--- config.mk ---
export PLATFORM = sky130hd
export DESIGN_NAME = autoreload_timer
export DESIGN_NICKNAME = d
export VERILOG_FILES = /design/src/rtl/autoreload_timer.sv
export SDC_FILE = /design/constraint.sdc
export NUM_CORES = 1
export LEC_CHECK = 0
export BUFFER_PORTS_ARGS = -buffer_cell sky130_fd_sc_hd__buf_4
export CAP_MARGIN = 20
export CORE_ASPECT_RATIO = 0.6
export CORE_MARGIN = 2
export CORE_UTILIZATION = 50
export DETAILED_ROUTE_END_ITERATION = 8
export PLACE_DENSITY = 0.8
export RECOVER_POWER = 25
export SKIP_CTS_REPAIR_TIMING = 1
export SLEW_MARGIN = 25
export SYNTH_ARGS = -nofsm -noshare
export SYNTH_HDL_FRONTEND = slang
export SYNTH_SLANG_ARGS = --single-unit
--- constraint.sdc ---
create_clock -name clk -period 4.7 [get_ports clk]
set_clock_uncertainty 0.05 [all_clocks]
set_input_delay 0.705 -clock clk [delete_from_list [all_inputs] [get_ports clk]]
set_output_delay 0.705 -clock clk [all_outputs]
set_load 0.02 [all_outputs]
--- src/rtl/autoreload_timer.sv ---
module autoreload_timer #(
  parameter int W = 16
) (
  input  logic         clk,
  input  logic         rst_n,
  input  logic         wr_en,
  input  logic [2:0]   wr_addr,
  input  logic [W-1:0] wr_data,
  input  logic         pin_in,
  input  logic         trig_in,
  input  logic         chain_in,
  output logic [W-1:0] count,
  output logic         update_evt,
  output logic         update_flag,
  output logic         irq
);

  localparam logic [2:0] A_CTRL = 3'd0;
  localparam logic [2:0] A_CMD  = 3'd1;
  localparam logic [2:0] A_PSC  = 3'd2;
  localparam logic [2:0] A_ARR  = 3'd3;
  localparam logic [2:0] A_STAT = 3'd4;

  logic         en, pre_en, ie;
  logic [1:0]   src;
  logic [W-1:0] psc_pre, psc_act, psc_cnt;
  logic [W-1:0] arr_pre, arr_act;
  logic [2:0]   pin_s, trg_s;
  logic         tick, psc_wrap, wrap, upd;

  wire wr_ctrl = wr_en && wr_addr == A_CTRL;
  wire sw_upd  = wr_en && wr_addr == A_CMD && wr_data[0];
  wire wr_psc  = wr_en && wr_addr == A_PSC;
  wire wr_arr  = wr_en && wr_addr == A_ARR;
  wire wr_clr  = wr_en && wr_addr == A_STAT && !wr_data[0];

  wire pin_edge = pin_s[1] & ~pin_s[2];
  wire trg_edge = trg_s[1] & ~trg_s[2];

  always_comb begin
    case (src)
      2'd0:    tick = en;
      2'd1:    tick = en & pin_edge;
      2'd2:    tick = en & trg_edge;
      default: tick = en & chain_in;
    endcase
  end

  assign psc_wrap = tick && psc_cnt == psc_act;
  assign wrap     = psc_wrap && count >= arr_act;
  assign upd      = wrap || sw_upd;
  assign irq      = update_flag & ie;

  always_ff @(posedge clk) begin
    if (!rst_n) begin
      pin_s <= '0;
      trg_s <= '0;
    end else begin
      pin_s <= {pin_s[1:0], pin_in};
      trg_s <= {trg_s[1:0], trig_in};
    end
  end

  always_ff @(posedge clk) begin
    if (!rst_n) begin
      en     <= 1'b0;
      pre_en <= 1'b0;
      ie     <= 1'b0;
      src    <= 2'd0;
    end else if (wr_ctrl) begin
      en     <= wr_data[0];
      pre_en <= wr_data[1];
      ie     <= wr_data[2];
      src    <= wr_data[4:3];
    end
  end

  always_ff @(posedge clk) begin
    if (!rst_n) begin
      count   <= '0;
      psc_cnt <= '0;
    end else if (sw_upd) begin
      count   <= '0;
      psc_cnt <= '0;
    end else begin
      if (tick)     psc_cnt <= psc_wrap ? '0 : psc_cnt + 1'b1;
      if (psc_wrap) count   <= wrap ? '0 : count + 1'b1;
    end
  end

  always_ff @(posedge clk) begin
    if (!rst_n) begin
      psc_pre <= '0;
      psc_act <= '0;
      arr_pre <= '0;
      arr_act <= '0;
    end else begin
      if (wr_psc) psc_pre <= wr_data;
      if (upd)    psc_act <= psc_pre;
      if (wr_arr) arr_pre <= wr_data;
      if (wr_arr && !pre_en) arr_act <= wr_data;
      else if (upd)          arr_act <= arr_pre;
    end
  end

  always_ff @(posedge clk) begin
    if (!rst_n) begin
      update_evt  <= 1'b0;
      update_flag <= 1'b0;
    end else begin
      update_evt <= upd;
      if (upd)         update_flag <= 1'b1;
      else if (wr_clr) update_flag <= 1'b0;
    end
  end

  assert_evt_zero_R4: assert property (@(posedge clk) disable iff (!rst_n)
    update_evt |-> count == '0);
  assert_evt_flag_R4: assert property (@(posedge clk) disable iff (!rst_n)
    update_evt |-> update_flag);
  assert_sw_update_R7: assert property (@(posedge clk) disable iff (!rst_n)
    sw_upd |=> (update_evt && count == '0));
  assert_preload_hold_R3: assert property (@(posedge clk) disable iff (!rst_n)
    (pre_en && !upd) |=> $stable(arr_act));
  assert_disabled_hold_R2: assert property (@(posedge clk) disable iff (!rst_n)
    (!en && !sw_upd) |=> $stable(count));
  assert_flag_clear_R8: assert property (@(posedge clk) disable iff (!rst_n)
    (wr_clr && !upd) |=> !update_flag);
  assert_irq_needs_flag_R9: assert property (@(posedge clk) disable iff (!rst_n)
    irq |-> update_flag);

endmodule

# Yosys cells after proc, flatten, opt, wreduce, memory -nomap -nowiden
# Cells that the tools add are included.
# W data, S select, Z words.
[totals]
ff_bits = 109
word_cells = 58
out_inout_bits = 19
input_bits = 25
[op_classes]
order_cmp = 1
reduce_logical = 18
mux = 7
eq_ne = 7
n_addsub = 2
n_bitwise = 9
[ops]
columns = ["operator", "count"]
rows = [
  ["$mux W16", 4],
  ["$add A16 B1 Y16 const B", 2],
  ["$eq A16 B16 Y1", 1],
  ["$ge A16 B16 Y1", 1],
  ["$logic_and A1 B1 Y1", 10],
  ["$and A1 B1 Y1", 6],
  ["$eq A3 B2 Y1 const B", 2],
  ["$reduce_bool A2 Y1", 2],
  ["$eq A3 B1 Y1 const B", 1],
  ["$eq A3 B3 Y1 const B", 1],
  ["$logic_not A3 Y1", 1],
  ["$not A1 Y1", 3],
  ["$pmux W1 S3", 1],
  ["$eq A2 B1 Y1 const B", 1],
  ["$eq A2 B2 Y1 const B", 1],
  ["$logic_not A1 Y1", 2],
  ["$logic_not A2 Y1", 1],
  ["$mux W1", 2],
  ["$reduce_or A2 Y1", 1],
  ["$logic_or A1 B1 Y1", 1],
]

# Longest topological paths before layout
[logic_depth]
ltp_word = 9
depth_mapped = 10
ltp_nobuf = 8

# Worst setup path after synthesis
# No wires, ideal clock.
[synth_timing]
path_type = "register to register"
start = "register count[0]"
end = "register update_flag"
n_path_buf = 1
slack_ns = 2.264
arrival_time_ns = 2.255
stages_incl_launch_ff = 10
synth_period_minus_slack_ns = 2.436
setup_time_ns = 0.131
path_cell_list = "dfxtp_1 > inv_1 > ha_1 > nand2b_1 > a2111oi_2 > o32ai_4 > o2111a_4 > buf_6 > nor2_1 > a21oi_2"
[synth_between]
elab_chain_len = 4
word_cells_on_any_way = 5
[synth_rtl]
columns = ["item", "line_no", "text"]
rows = [
  ["start, declared", "12", "output logic [W-1:0] count,"],
  ["start signal, assigned", "87", "if (psc_wrap) count <= wrap ? '0 : count + 1'b1;"],
  ["$ge A16 B16 Y1 *", "50", "assign wrap = psc_wrap && count >= arr_act;"],
  ["$logic_and A1 B1 Y1 *", "50", ""],
  ["$logic_or A1 B1 Y1 *", "51", "assign upd = wrap || sw_upd;"],
  ["$mux W1 / $reduce_bool A2 Y1 (equally long branches)", "-", ""],
  ["end signal, assigned", "109", "update_flag <= 1'b0;"],
  ["end signal, assigned", "112", "if (upd) update_flag <= 1'b1;"],
  ["end signal, assigned", "113", "else if (wr_clr) update_flag <= 1'b0;"],
  ["end, declared", "14", "output logic update_flag,"],
]
# Mark *: on every way between the ends. The rest lies on a longest branch, timed or not.
# A chain may end at the register's enable or synchronous reset.

# Worst setup path in the final report
[layout_timing]
start = "register count[0]"
end = "register count[10]"
[layout_between]
elab_chain_len = 3
word_cells_on_any_way = 4
[layout_rtl]
columns = ["item", "line_no"]
rows = [
  ["$ge A16 B16 Y1", "50"],
  ["$logic_and A1 B1 Y1", "50"],
  ["$mux W16 *", "87"],
]
# Marks and branches as above.

==> flow_metrics.env <==
export IMPL_outcome="completed"
export IMPL_clk_pin_slew_ns=0.07
export IMPL_synth_top_family_by_area="compound AO/OA/AOI/OAI gates"
export IMPL_syn_area_um2=5270
export IMPL_drive_gt1_share_pct=14.83
export IMPL_fin_crit_sh_pct=71.08
export IMPL_htree_levels=3
export IMPL_synth_seq_area_share_pct=41.41
export IMPL_rsz0062_at_grt="false"
export IMPL_final_hold_viol_count=0
export IMPL_critPathMaxFanout=33
export IMPL_synth_top_area_cell="dfxtp_1"
export IMPL_cts_num_sinks=109
export IMPL_crit_arrival_ns=3.55
export IMPL_cp_data_required_time_ns=4.91
export IMPL_synthTopCellsByArea="dfxtp_1 (41%), a21oi_1 (6.4%), nand2_1 (5.9%)"
export IMPL_yosysUniqueCellTypes=55
export IMPL_leakagePower_nw=2.045
export IMPL_critical_path_class="reg -> reg"
export IMPL_start_util_pct=52.41
export IMPL_grt_max_degree=56
export IMPL_layout_nets=675
export IMPL_io_pins=44
export IMPL_syn_area_per_cell_um2=8.654
export IMPL_antenna_found_initial=0
export IMPL_synth_xor_area_share_pct=5.484
export IMPL_reg2reg_from="count[0]"
export IMPL_slew_headroom_pct=23.14
export IMPL_ir_drop_uv=182.2
export IMPL_port_buffers=43
export IMPL_netlist_area_leader_share_pct=41.41
export IMPL_synthesis_nets=655
export IMPL_wire_per_inst_um=17.36
export IMPL_num_antenna_cells=0
export IMPL_grt_pass1_vias=4270
export IMPL_final_cell_mix="dfxtp_1 (109), nand2_1 (83), a21oi_1 (67)"
export IMPL_synth_compound_gate_area_share_pct=21.06
export IMPL_postPlaceCellArea_um2=5560
export IMPL_dpl_hpwl_mm=9.362
export IMPL_antenna_left=0
export IMPL_postSynthCellCount=609
export IMPL_gp_congestion=0.8439
export IMPL_drc=0
export IMPL_ys_seq_elements=109
export IMPL_final_common_cell="dfxtp_1"
export IMPL_clock_fmax_mhz=299.3
export IMPL_cts_root_buf="clkbuf_16"
export IMPL_core_area_um2=10050
export IMPL_critPathSlowestCell="o2111ai_4"
export IMPL_muxShareOfSynthArea_pct=0.9497
export IMPL_dr_pass1_iters=5
export IMPL_viasPerCell=5.940
export IMPL_slew_viol_final=0
export IMPL_vias=4568
export IMPL_ys_flop_type="dfxtp_1"
export IMPL_power_density_nw_per_um2=313.2
export IMPL_max_stage_delay_ns=0.78
export IMPL_worstSkewPairLatency_ns=0.36
export IMPL_cts_tree="built"
export IMPL_globalRouteTotalUtil_pct=24.28
export IMPL_die_h_um=83.53
export IMPL_crit_path_cell_trace="inv_1 > ha_1 > nand2b_1 > a2111oi_2 > o32ai_4 > o2111ai_4 > nand3_2 > a21oi_1"
export IMPL_yosys_warnings=0
export IMPL_cp_startpoint="count[0]"
export IMPL_worst_slew_pin_slew_ns=1.153
export IMPL_setup_violations=0
export IMPL_period_needed_ns=3.341
export IMPL_fin_area_um2=5783
export IMPL_synthArstFlopShare_pct=0
export IMPL_cts_buffer_depth=2
export IMPL_synth_edf_count=0
export IMPL_cp_end_kind="flip-flop"
export IMPL_rows=28
export IMPL_grt_pass1_wl_mm=21.65
export IMPL_finalSetupTns_ns=0
export IMPL_die_w_um=136.5
export IMPL_synthSimpleGateAreaFrac_pct=20.30
export IMPL_synth_adder_area_share_pct=4.986
export IMPL_numCtsBuffers=9
export IMPL_max_cap_viol_count=0
export IMPL_syn_to_final_growth_pct=9.734
export IMPL_wirelength_mm=13.35
export IMPL_min_delay_start="trg_s[0]"
export IMPL_dieArea_um2=11400
export IMPL_overflow=0
export IMPL_drtIter0Drc=420
export IMPL_start_kind="flip-flop"
export IMPL_holdCritPathClass="reg -> reg"
-- state kept, by name (all words and copies together) (netlist names) --
name         cells
arr_act         16
arr_pre         16
count           16
psc_act         16
psc_cnt         16
psc_pre         16
pin_s            3
trg_s            3
src              2
en               1
ie               1
pre_en           1
update_evt       1
update_flag      1
-- cell type report --
cell class	count	area, µm²
clock buffers	12	256.5
clock inverters	4	31.28
fillers	889	4272
inverters	24	91.34
multi-input cells	440	2786
flip-flops and latches	109	2182
well taps	135	168.9
repair buffers	45	266.5
-- kinds of logic after synthesis --
family,count (synthesis)
fa+ha+maj,21
compound gates,174
buf+inv,60
simple gates,207
xor+xnor,33
flops,109
mux,5
-- where the power goes --
group	total (mW)	leakage [nW]	internal (mW)	switching [mW]
Sequential	0.947	0.881	0.938	0.00924
Clock	0.740	0.143	0.392	0.348
Combinational	0.125	1.02	0.0459	0.0789
-- worst paths after layout --
path,to,cells after the start,slack [ns]
worst min register to register,trg_s[1],1,0.38
worst max register to register,count[10],8,1.36
worst min-delay path,trg_s[1],1,0.38
worst max-delay path,count[10],8,1.36
-- metal layers --
layer	track usage [%]	wire length, µm	vias to the layer above	part of all wire [%]
met1	34.77	6194	2176	46
li1	-	-	2173	-
met5	0	0	-	0
met2	35.32	5658	185	42
met4	7.481	251	0	1.9
met3	6.618	1244	34	9.3
-- stage by stage --
| step | hold WS (ns) | util (%) | instances | power, mW | setup WS (ns) |
|---|---|---|---|---|---|
| 5_1_grt | 0.4133 | 57.52 | 769 | 1.867 | 1.177 |
| 6_report | 0.3844 | 57.52 | 769 | 1.811 | 1.359 |
| 4_1_cts | 0.3849 | 58.16 | 769 | 1.813 | 1.499 |
| 2_1_floorplan | 0.3619 | - | 609 | 1.048 | 2.264 |
| 3_5_place_dp | 0.3686 | 55.30 | 753 | 1.091 | 1.513 |
| 3_3_place_gp | 0.3674 | 55.30 | 753 | 1.085 | 1.721 |
-- cell usage after synthesis, drive strengths merged, types with 5 or more instances --
library cell	number
a21oi	84
a31oi	17
and2	12
and4	5
buf	14
clkbuf	22
dfxtp	109
ha	21
inv	24
mux2i	5
nand2	83
nand3	29
nand4	11
nor2	31
nor4	5
o21ai	60
or3	12
xnor2	7
xor2	26
-- critical path, delay by kind of cell (launching register included) --
| family | cells | cell delay (ns) |
|---|---|---|
| AO/OA/AOI/OAI | 4 | 1.81 |
| adder cells (fa/ha/maj) | 1 | 0.28 |
| buffers and inverters | 1 | 0.08 |
| flip-flops | 1 | 0.40 |
| AND/OR/NAND/NOR | 2 | 0.61 |
No activity file was read; power rests on OpenSTA's default activity.
